$ cat src/rtl/wdog_pkg.sv
package wdog_pkg;

  localparam int TSEL_W   = 3;
  localparam int MAX_CODE = 5;
  localparam int CNT_W    = MAX_CODE + 1;

  typedef enum logic [1:0] {
    MODE_OFF = 2'b00,
    MODE_IRQ = 2'b01,
    MODE_RST = 2'b10,
    MODE_ESC = 2'b11
  } wdog_mode_e;

  localparam logic [TSEL_W-1:0] TSEL_RESET = 3'b100;

  // Code clamped to the largest legal step; reserved codes map to the top.
  function automatic logic [TSEL_W-1:0] clamp_code(input logic [TSEL_W-1:0] code);
    if (int'(code) > MAX_CODE) return TSEL_W'(MAX_CODE);
    return code;
  endfunction

  // Period in ticks: two to the power of the clamped code.
  function automatic logic [CNT_W-1:0] period_ticks(input logic [TSEL_W-1:0] code);
    logic [CNT_W-1:0] one;
    one = {{(CNT_W-1){1'b0}}, 1'b1};
    return one << clamp_code(code);
  endfunction

endpackage

$ cat src/rtl/wdog_hb_sync.sv
module wdog_hb_sync #(
  parameter int SYNC_STAGES = 2
) (
  input  logic clk,
  input  logic rst_n,
  input  logic hb_async,
  output logic hb_edge
);

  logic [SYNC_STAGES-1:0] chain;
  logic                   hb_prev;

  generate
    if (SYNC_STAGES == 1) begin : g_single
      always_ff @(posedge clk or negedge rst_n) begin
        if (!rst_n) chain <= '0;
        else        chain <= hb_async;
      end
    end else begin : g_multi
      always_ff @(posedge clk or negedge rst_n) begin
        if (!rst_n) chain <= '0;
        else        chain <= {chain[SYNC_STAGES-2:0], hb_async};
      end
    end
  endgenerate

  always_ff @(posedge clk or negedge rst_n) begin
    if (!rst_n) hb_prev <= 1'b0;
    else        hb_prev <= chain[SYNC_STAGES-1];
  end

  assign hb_edge = chain[SYNC_STAGES-1] ^ hb_prev;

endmodule

$ cat src/rtl/wdog_cfg.sv
module wdog_cfg
  import wdog_pkg::*;
(
  input  logic              clk,
  input  logic              rst_n,
  input  logic              wr,
  input  logic              key_open,
  input  logic [1:0]        wr_mode,
  input  logic [TSEL_W-1:0] wr_tsel,
  output wdog_mode_e        mode,
  output logic [TSEL_W-1:0] tsel,
  output logic [TSEL_W-1:0] tsel_next
);

  logic accept;

  assign accept    = wr & key_open;
  assign tsel_next = accept ? wr_tsel : tsel;

  always_ff @(posedge clk or negedge rst_n) begin
    if (!rst_n) begin
      mode <= MODE_OFF;
      tsel <= TSEL_RESET;
    end else if (accept) begin
      mode <= wdog_mode_e'(wr_mode);
      tsel <= wr_tsel;
    end
  end

endmodule

$ cat src/rtl/wdog_timer.sv
module wdog_timer
  import wdog_pkg::*;
(
  input  logic             clk,
  input  logic             rst_n,
  input  logic             active,
  input  logic             reload,
  input  logic             freeze,
  input  logic             tick,
  input  logic [CNT_W-1:0] load_val,
  output logic [CNT_W-1:0] cnt,
  output logic             expire
);

  logic last_tick;

  assign last_tick = (cnt == {{(CNT_W-1){1'b0}}, 1'b1});
  assign expire    = active & ~reload & ~freeze & tick & last_tick;

  always_ff @(posedge clk or negedge rst_n) begin
    if (!rst_n) begin
      cnt <= period_ticks(TSEL_RESET);
    end else if (!active || reload) begin
      cnt <= load_val;
    end else if (!freeze && tick) begin
      cnt <= last_tick ? load_val : cnt - 1'b1;
    end
  end

endmodule

$ cat src/rtl/wdog_escalate_ctl.sv
module wdog_escalate_ctl
  import wdog_pkg::*;
(
  input  logic       clk,
  input  logic       rst_n,
  input  wdog_mode_e mode,
  input  logic       expire,
  input  logic       restart,
  input  logic       ack,
  output logic       irq_expire,
  output logic       irq_wake,
  output logic       rst_req,
  output logic       first_seen
);

  logic fire_int;
  logic fire_rst;

  always_comb begin
    fire_int = 1'b0;
    fire_rst = 1'b0;
    if (expire) begin
      unique case (mode)
        MODE_IRQ: fire_int = 1'b1;
        MODE_RST: fire_rst = 1'b1;
        MODE_ESC: begin
          fire_int = ~first_seen;
          fire_rst = first_seen;
        end
        default: ;
      endcase
    end
  end

  always_ff @(posedge clk or negedge rst_n) begin
    if (!rst_n) begin
      irq_expire <= 1'b0;
      irq_wake   <= 1'b0;
      rst_req    <= 1'b0;
      first_seen <= 1'b0;
    end else begin
      irq_expire <= fire_int;
      irq_wake   <= fire_rst;
      if (fire_rst)              rst_req <= 1'b1;
      else if (ack)              rst_req <= 1'b0;
      if (restart)               first_seen <= 1'b0;
      else if (expire && mode == MODE_ESC) first_seen <= ~first_seen;
    end
  end

endmodule

$ cat src/rtl/wdog_escalate.sv
module wdog_escalate
  import wdog_pkg::*;
#(
  parameter int SYNC_STAGES = 2
) (
  input  logic              clk,
  input  logic              rst_n,
  input  logic              tick_en,
  input  logic              heartbeat_in,
  input  logic              cfg_wr,
  input  logic [1:0]        cfg_mode,
  input  logic [TSEL_W-1:0] cfg_tsel,
  input  logic              key_open,
  input  logic              lowpwr,
  input  logic              lowpwr_follow,
  input  logic              rst_ack,
  output logic              irq_expire,
  output logic              irq_wake,
  output logic              rst_req,
  output logic [1:0]        cur_mode,
  output logic [TSEL_W-1:0] cur_tsel
);

  wdog_mode_e        mode;
  logic [TSEL_W-1:0] tsel_next;
  logic              hb_edge;
  logic              active;
  logic              ack_take;
  logic              reload;
  logic              expire;
  logic [CNT_W-1:0]  cnt;
  logic [CNT_W-1:0]  load_val;
  logic              first_seen;

  wdog_hb_sync #(.SYNC_STAGES(SYNC_STAGES)) u_sync (
    .clk      (clk),
    .rst_n    (rst_n),
    .hb_async (heartbeat_in),
    .hb_edge  (hb_edge)
  );

  wdog_cfg u_cfg (
    .clk       (clk),
    .rst_n     (rst_n),
    .wr        (cfg_wr),
    .key_open  (key_open),
    .wr_mode   (cfg_mode),
    .wr_tsel   (cfg_tsel),
    .mode      (mode),
    .tsel      (cur_tsel),
    .tsel_next (tsel_next)
  );

  assign active   = (mode != MODE_OFF) & ~(lowpwr & ~lowpwr_follow);
  assign ack_take = rst_req & rst_ack;
  assign reload   = hb_edge | cfg_wr | ack_take;
  assign load_val = period_ticks(tsel_next);

  wdog_timer u_timer (
    .clk      (clk),
    .rst_n    (rst_n),
    .active   (active),
    .reload   (reload),
    .freeze   (rst_req),
    .tick     (tick_en),
    .load_val (load_val),
    .cnt      (cnt),
    .expire   (expire)
  );

  wdog_escalate_ctl u_ctl (
    .clk        (clk),
    .rst_n      (rst_n),
    .mode       (mode),
    .expire     (expire),
    .restart    (reload | ~active),
    .ack        (rst_ack),
    .irq_expire (irq_expire),
    .irq_wake   (irq_wake),
    .rst_req    (rst_req),
    .first_seen (first_seen)
  );

  assign cur_mode = mode;

endmodule

$ cat config.mk
export PLATFORM = sky130hd
export DESIGN_NAME = wdog_escalate
export DESIGN_NICKNAME = d
export VERILOG_FILES = /design/src/rtl/wdog_pkg.sv /design/src/rtl/wdog_hb_sync.sv /design/src/rtl/wdog_cfg.sv /design/src/rtl/wdog_timer.sv /design/src/rtl/wdog_escalate_ctl.sv /design/src/rtl/wdog_escalate.sv
export SDC_FILE = /design/constraint.sdc
export NUM_CORES = 1
export LEC_CHECK = 0
export BUFFER_PORTS_ARGS = -buffer_cell sky130_fd_sc_hd__buf_4
export CAP_MARGIN = 0
export CORE_ASPECT_RATIO = 2
export CORE_UTILIZATION = 30
export DETAILED_ROUTE_END_ITERATION = 7
export PLACE_DENSITY_LB_ADDON = 0.12
export SLEW_MARGIN = 40
export SYNTH_ARGS = -nofsm -noshare
export SYNTH_HDL_FRONTEND = slang
export SYNTH_SLANG_ARGS = --single-unit
export TNS_END_PERCENT = 30
$ cat constraint.sdc
create_clock -name clk -period 2.4 [get_ports clk]
set_input_delay 0.12 -clock clk [delete_from_list [all_inputs] [get_ports clk]]
set_output_delay 0.12 -clock clk [all_outputs]
set_load 0.03 [all_outputs]
# == Yosys cells after proc, flatten, opt, wreduce, memory -nomap -nowiden ==
# Cells that the tools add are included.
# op_classes
add_sub_neg,1
multipliers,0
div_mod_pow,0
magnitude_cmp,1
n_eq_ne,4
shifts,1
mux,15
bitwise_logic,18
reduce_logical,9
# op_table
op,count
2-to-1 mux 6 bit,3
2-to-1 mux 3 bit,3
bitwise AND 1 bit,8
nonzero test 2 bit,4
2-to-1 mux 1 bit,7
equality test 6 x 1 -> 1 bit (second input constant),1
inverter 1 bit,6
<< shifter 1 x 3 -> 6 bit (first input constant),1
subtractor 6 x 1 -> 6 bit (second input constant),1
equality test 2 bit (second input constant),2
case mux 1 bit (2 select lines),2
greater-than comparator 3 bit (second input constant),1
OR 1 bit,3
equality test 2 x 1 -> 1 bit (second input constant),1
logical AND 1 bit,2
zero test 1 bit,2
logical OR 1 bit,1
XOR 1 bit,1
# totals
register_bits,18
latch_bits,0
ram_bits,0
romBits,0
inputBits,14
output_inout_bits,8
elab_cells,58
n_memories,0

# == Logic depth before layout (Yosys ltp) ==
# depth
word_depth,11
mapped_depth,7
mapped_depth_nobuf,7

# == Cells and area by module ==
# Synthesis repeated with hierarchy kept, for this count alone.
# hier_totals
cells_unflattened,92
area_unflattened_um2,997.2
# modules_own_cells
module,n_inst,cells_per_inst,area_each_um2,seq_area_each_um2
wdog_timer,1,51,486.7,151.4
wdog_cfg,1,11,188.9,126.4
wdog_escalate_ctl,1,15,163.9,100.1
wdog_hb_sync,1,4,83.8,75.1
wdog_escalate,1,11,73.8,0.0

# == Worst setup path before layout ==
# No wires, ideal clock.
# synth_path
kind,reg2reg
startpoint,register u_cfg.mode[1]
endpoint,register u_timer.cnt[0]
setup_ps,137
arrival_ps,1494
t_required_ps,2263
setup_slack_ps,769
stages_incl_launch_ff,7
path_buffers,1
period_less_slack_ps,1631
path_cell_list,dfrtp_1 -> o21ba_2 -> o2111ai_4 -> or2_0 -> clkbuf_1 -> nand2_1 -> o221ai_1
# synth_between
elab_chain_cells,5
word_cells_on_any_way,6
classes_between,mux: 1; bitwise: 1; reduce/logical: 4
# synth_lines
element,line,rtl
"start, declared",wdog_cfg.sv:10,"output wdog_mode_e mode,"
"start signal, assigned",wdog_cfg.sv:25,mode <= wdog_mode_e'(wr_mode);
nonzero test 2 bit (*),wdog_escalate.sv:54,assign active = (mode != MODE_OFF) & ~(lowpwr & ~lowpwr_follow);
bitwise AND 1 bit (*),wdog_escalate.sv:54,
zero test 1 bit (*),wdog_timer.sv:23,end else if (!active || reload) begin
logical OR 1 bit (*),wdog_timer.sv:23,
2-to-1 mux 6 bit / nonzero test 2 bit (equally long branches),--,
"end signal, assigned",wdog_timer.sv:22,cnt <= period_ticks(TSEL_RESET);
"end signal, assigned",wdog_timer.sv:24,cnt <= load_val;
"end signal, assigned",wdog_timer.sv:26,cnt <= last_tick ? load_val : cnt - 1'b1;
"end, declared",wdog_timer.sv:11,"output logic [CNT_W-1:0] cnt,"
# Every way passes the cells marked *; elsewhere a longest branch is shown, timed or not.
# A chain may end at the register's enable or synchronous reset.

# == Final worst setup path ==
# layout_path
startpoint,register u_timer.cnt[1]
endpoint,register u_timer.cnt[2]
# layout_between
elab_chain_cells,4
word_cells_on_any_way,5
classes_between,add/sub: 1; eq/ne: 1; mux: 3
# layout_lines
element,line,rtl
subtractor 6 x 1 -> 6 bit / equality test 6 x 1 -> 1 bit (equally long branches),"wdog_timer.sv:26, wdog_timer.sv:17",
2-to-1 mux 6 bit (*),wdog_timer.sv:26,
2-to-1 mux 6 bit (*),wdog_timer.sv:25,end else if (!freeze && tick) begin
2-to-1 mux 6 bit (*),wdog_timer.sv:23,
# Every way passes the cells marked *; elsewhere a longest branch is shown, timed or not. The select of a mux whose other input is x is not followed.

==> out/summary.md <==
The flow ran to the end, and the final reports show no timing, DRC or antenna violations. When the netlist entered floorplanning its net count stood at 111. The synthesized netlist occupies a cell area of 959.7 µm². Setup repair after global routing left no endpoint under its margin. The diode insertion count for antenna repair came out at 0. The portion of the clock cycle consumed by the worst path in the final layout was 0.7246; the number of warning messages in the yosys log was 0.

Dividing the detail-routed wire length by the instance count gives 15.05 µm. The critical path in this run is classified as flip-flop to flip-flop. The dominant register cell in the synthesized netlist was sky130_fd_sc_hd__dfrtp_1. STA classifies the critical path startpoint as a flip-flop.

Yosys attributes the largest share of cell area to sky130_fd_sc_hd__dfrtp_1 42%, sky130_fd_sc_hd__dfstp_2 5.5%, sky130_fd_sc_hd__nand2_1 5.1%. In this run the core area contains 28 standard-cell rows. The initial antenna violation count came out at 0.

The peak fanout along the critical path works out to 6. The post-place instance area is 1151 µm², and the share of async-settable or async-resettable flops after synthesis is 1.000. The logs give 0.25 ns for the clock latency on the worst-skew pair and 837 for the via count of the first global-routing pass.

The number of clock buffers added by TritonCTS is 3. The run gives 1 as the number of H-tree branching levels. The vertical extent of the die was 81.99 µm.

The number of buffers inserted by port buffering was 21; the fraction of layout cells with a size suffix above 1 was 0.3083. For the global-route wire length before repair, the log shows 3781 µm. Yosys mapped a number of flops with a built-in enable equal to 0. The run gives 2 as the buffer levels on the longest clock path. TritonCTS built the clock tree.

The detailed router finished its first iteration with 24 violations. Worst path arrival time: 1.91 ns. The internal power contribution came out at 563.8 µW.

The maximum number of pins on one net before global-route repair is 19. After clock tree synthesis, the setup repair step added 0 buffers. At the placement stage, the worst setup path has a slack of 0.6439 ns. The x dimension of the die was 42.00 µm; the sequential fraction of design power was 0.454. Final setup skew: 0.001181 ns.

The tools report the sort of element at the end of the critical path as a flip-flop. The synthesized design contains 18 register bits. A synthesized cell averages 10.10 µm².

The clock net in this run drives a total of 18 sinks. The placeable core area is 3013 µm², and the worst slew margin relative to its limit is 0.7183. In the routed design, unresolved DRC markers number 0. The number of distinct library cells after synthesis came out at 38. The HPWL reported at the end of detailed placement was 1757 µm. For this design the total switching power over the nets is 286.1 µW. The total global-route track usage was 0.1525. The cell count after synthesis came out at 95. The hold violation total from the final report was 0. The root buffer cell chosen for the clock tree is sky130_fd_sc_hd__clkbuf_8. The final-report max-slew violation count is 0. Setup violations remaining at the end of the flow were counted as 0. At the pin with the least slew margin, the transition time is 0.4190 ns.

Compared with the post-synthesis result, the final layout area differs by 26.34%. The cell with the most instances after synthesis is sky130_fd_sc_hd__dfrtp_1. The number of nets at the end of the flow was 138; the first-pass iteration count of the detailed router was 4. The boundary pin count was 22; the final critical path time including I/O delays and setup was 1.739 ns. The portion of synthesized cell area occupied by the leading cell type was 0.4172; the largest voltage drop on the vdd net was 383.0 µV.

Counting the fill cells in the layout gives 311. The type of the tightest min-delay check is input port to flip-flop. The commonest cells after synthesis are 16 x sky130_fd_sc_hd__dfrtp_1, 13 x sky130_fd_sc_hd__nand2_1, 9 x sky130_fd_sc_hd__nor2_1. The share of the yosys chip area belonging to registers is 0.4720, and the routed wire length is 2257 µm. The switching share of power came out at 0.3366. The finished cells cover 1212 µm².

The logs give 0.294 for the portion of total power attributed to combinational logic and 849.9 µW for the total power of the final layout. Routability-driven placement finished with a final weighted congestion of 0.8239. In this run the static leakage power is 0.5705 nW. The sum of negative setup slack is 0 ns, and the share of the core filled with cells in the final layout is 0.4024. Once detail routing completed, the nets flagged for antenna violations numbered 0. Dividing total power by cell area gives a power density of 701.0 nW/µm². The endpoint required time on the critical path was 2.57 ns. The library cell with the largest summed area after synthesis is sky130_fd_sc_hd__dfrtp_1.

The CTS clock-pin slew for the worst setup and hold paths was 0.07 ns; the leftover overflow at the end of global routing was 0. The starting density of the core is 0.3185. The floorplan step defined a die boundary enclosing 3443 µm². Detailed routing inserted a total of 807 vias. The tools report the number of maximum-capacitance constraint violations as 0. In the routed layout, each cell is associated on average with a via count of 5.380. Static timing analysis puts the maximum clock frequency at 0.5750 GHz. The share of total power in the clock network is 0.252. The worst path meets setup with 0.6609 ns of slack.
[power groups by stage]
| stage | registers (mW) | clock network [mW] | logic, mW |
|---|---|---|---|
| 4_1_cts | 0.387 | 0.219 | 0.253 |
| 2_1_floorplan | 0.405 | 0 | 0.145 |
| 3_3_place_gp | 0.391 | 0 | 0.249 |
| 3_5_place_dp | 0.392 | 0 | 0.250 |
| 6_report | 0.386 | 0.214 | 0.250 |
| 5_1_grt | 0.393 | 0.232 | 0.278 |
[placed cells by master (no fill, tap or decap), types with 2 or more instances in the layout]
master / n
sky130_fd_sc_hd__nor2_1: 9
sky130_fd_sc_hd__buf_4: 21
sky130_fd_sc_hd__ha_1: 2
sky130_fd_sc_hd__a32oi_1: 2
sky130_fd_sc_hd__a21oi_1: 2
sky130_fd_sc_hd__mux2_2: 3
sky130_fd_sc_hd__xnor2_1: 2
sky130_fd_sc_hd__a21o_1: 2
sky130_fd_sc_hd__dfstp_2: 2
sky130_fd_sc_hd__nand3_1: 4
sky130_fd_sc_hd__nand2_1: 13
sky130_fd_sc_hd__mux2i_1: 2
sky130_fd_sc_hd__nand4_1: 2
sky130_fd_sc_hd__dlygate4sd3_1: 2
sky130_fd_sc_hd__nor2b_1: 2
sky130_fd_sc_hd__o22ai_1: 2
sky130_fd_sc_hd__and3_1: 2
sky130_fd_sc_hd__clkbuf_8: 3
sky130_fd_sc_hd__dfrtp_1: 16
sky130_fd_sc_hd__o21ai_0: 2
sky130_fd_sc_hd__inv_1: 6
[metal layers]
layer / vias up / share of wire / global-route usage
met2: 23 / 0.59 / 0.2969
met4: 0 / 0.035 / 0.1097
li1: 390 / - / -
met5: - / 0 / 0
met1: 388 / 0.35 / 0.1393
met3: 6 / 0.032 / 0.01978
[area by class of cell]
cell class                 instances  area, µm²  share of cell area
multi-input combinational         69      476.7              0.3932
tap                               30      37.54             0.03096
clock buffer                       3      41.29             0.03406
inverter                           7      26.28             0.02167
sequential                        18      452.9              0.3736
timing repair buffer              23      177.7              0.1465
[through the flow]
step                hold WS [ns]  std cells
floorplan                -0.1756         95
global placement        0.009148        145
detailed placement      0.009964        145
CTS                      0.09692        150
global route             0.09276        150
finish                   0.09906        150
[cells by family (layout without fill, tap and decap cells)]
kind of cell    Yosys count  after routing  share of synthesized area
xor+xnor                  3              3                    0.02738
mux                       6              6                    0.07953
buf+inv                   8             33                    0.03128
simple gates             40             40                     0.2073
compound gates           18             18                     0.1565
fa+ha+maj                 2              2                    0.02607
flops                    18             18                     0.4720
[state kept, by name, indices dropped and copies added, names as in the netlist]
name              flops
u_ctl.first_seen      1
u_ctl.irq_wake        1
u_timer.cnt           6
u_cfg.mode            2
u_cfg.tsel            3
u_sync.chain          2
u_ctl.irq_expire      1
u_ctl.rst_req         1
u_sync.hb_prev        1
[what timing repair did]
action / CTS / global route
resized for setup: 0 / 0
hold buffers: 2 / 0
hold endpoints to repair: 19 / 0
[critical path: stages, from the launching register on]
cell and delay (ns):
sky130_fd_sc_hd__dfrtp_1 0.39, sky130_fd_sc_hd__inv_1 0.10, sky130_fd_sc_hd__ha_1 0.16, sky130_fd_sc_hd__nor2b_1 0.27, sky130_fd_sc_hd__a21oi_2 0.16, sky130_fd_sc_hd__or3_1 0.38, sky130_fd_sc_hd__a32oi_1 0.19
[worst paths after layout]
kind	startpoint	slack (ns)	cells after the start	endpoint
worst max-delay path	u_timer.cnt[1]	0.66	6	u_timer.cnt[2]
worst min-delay path	cfg_mode[1]	0.1	2	u_cfg.mode[1]
worst max register to register	u_timer.cnt[1]	0.66	6	u_timer.cnt[2]
worst min register to register	u_sync.chain[0]	0.35	0	u_sync.chain[1]
max in group asynchronous	rst_n	1.86	2	u_timer.cnt[4]
min in group asynchronous	rst_n	0.27	2	u_cfg.mode[0]
Power figures use the tool's default switching activity.
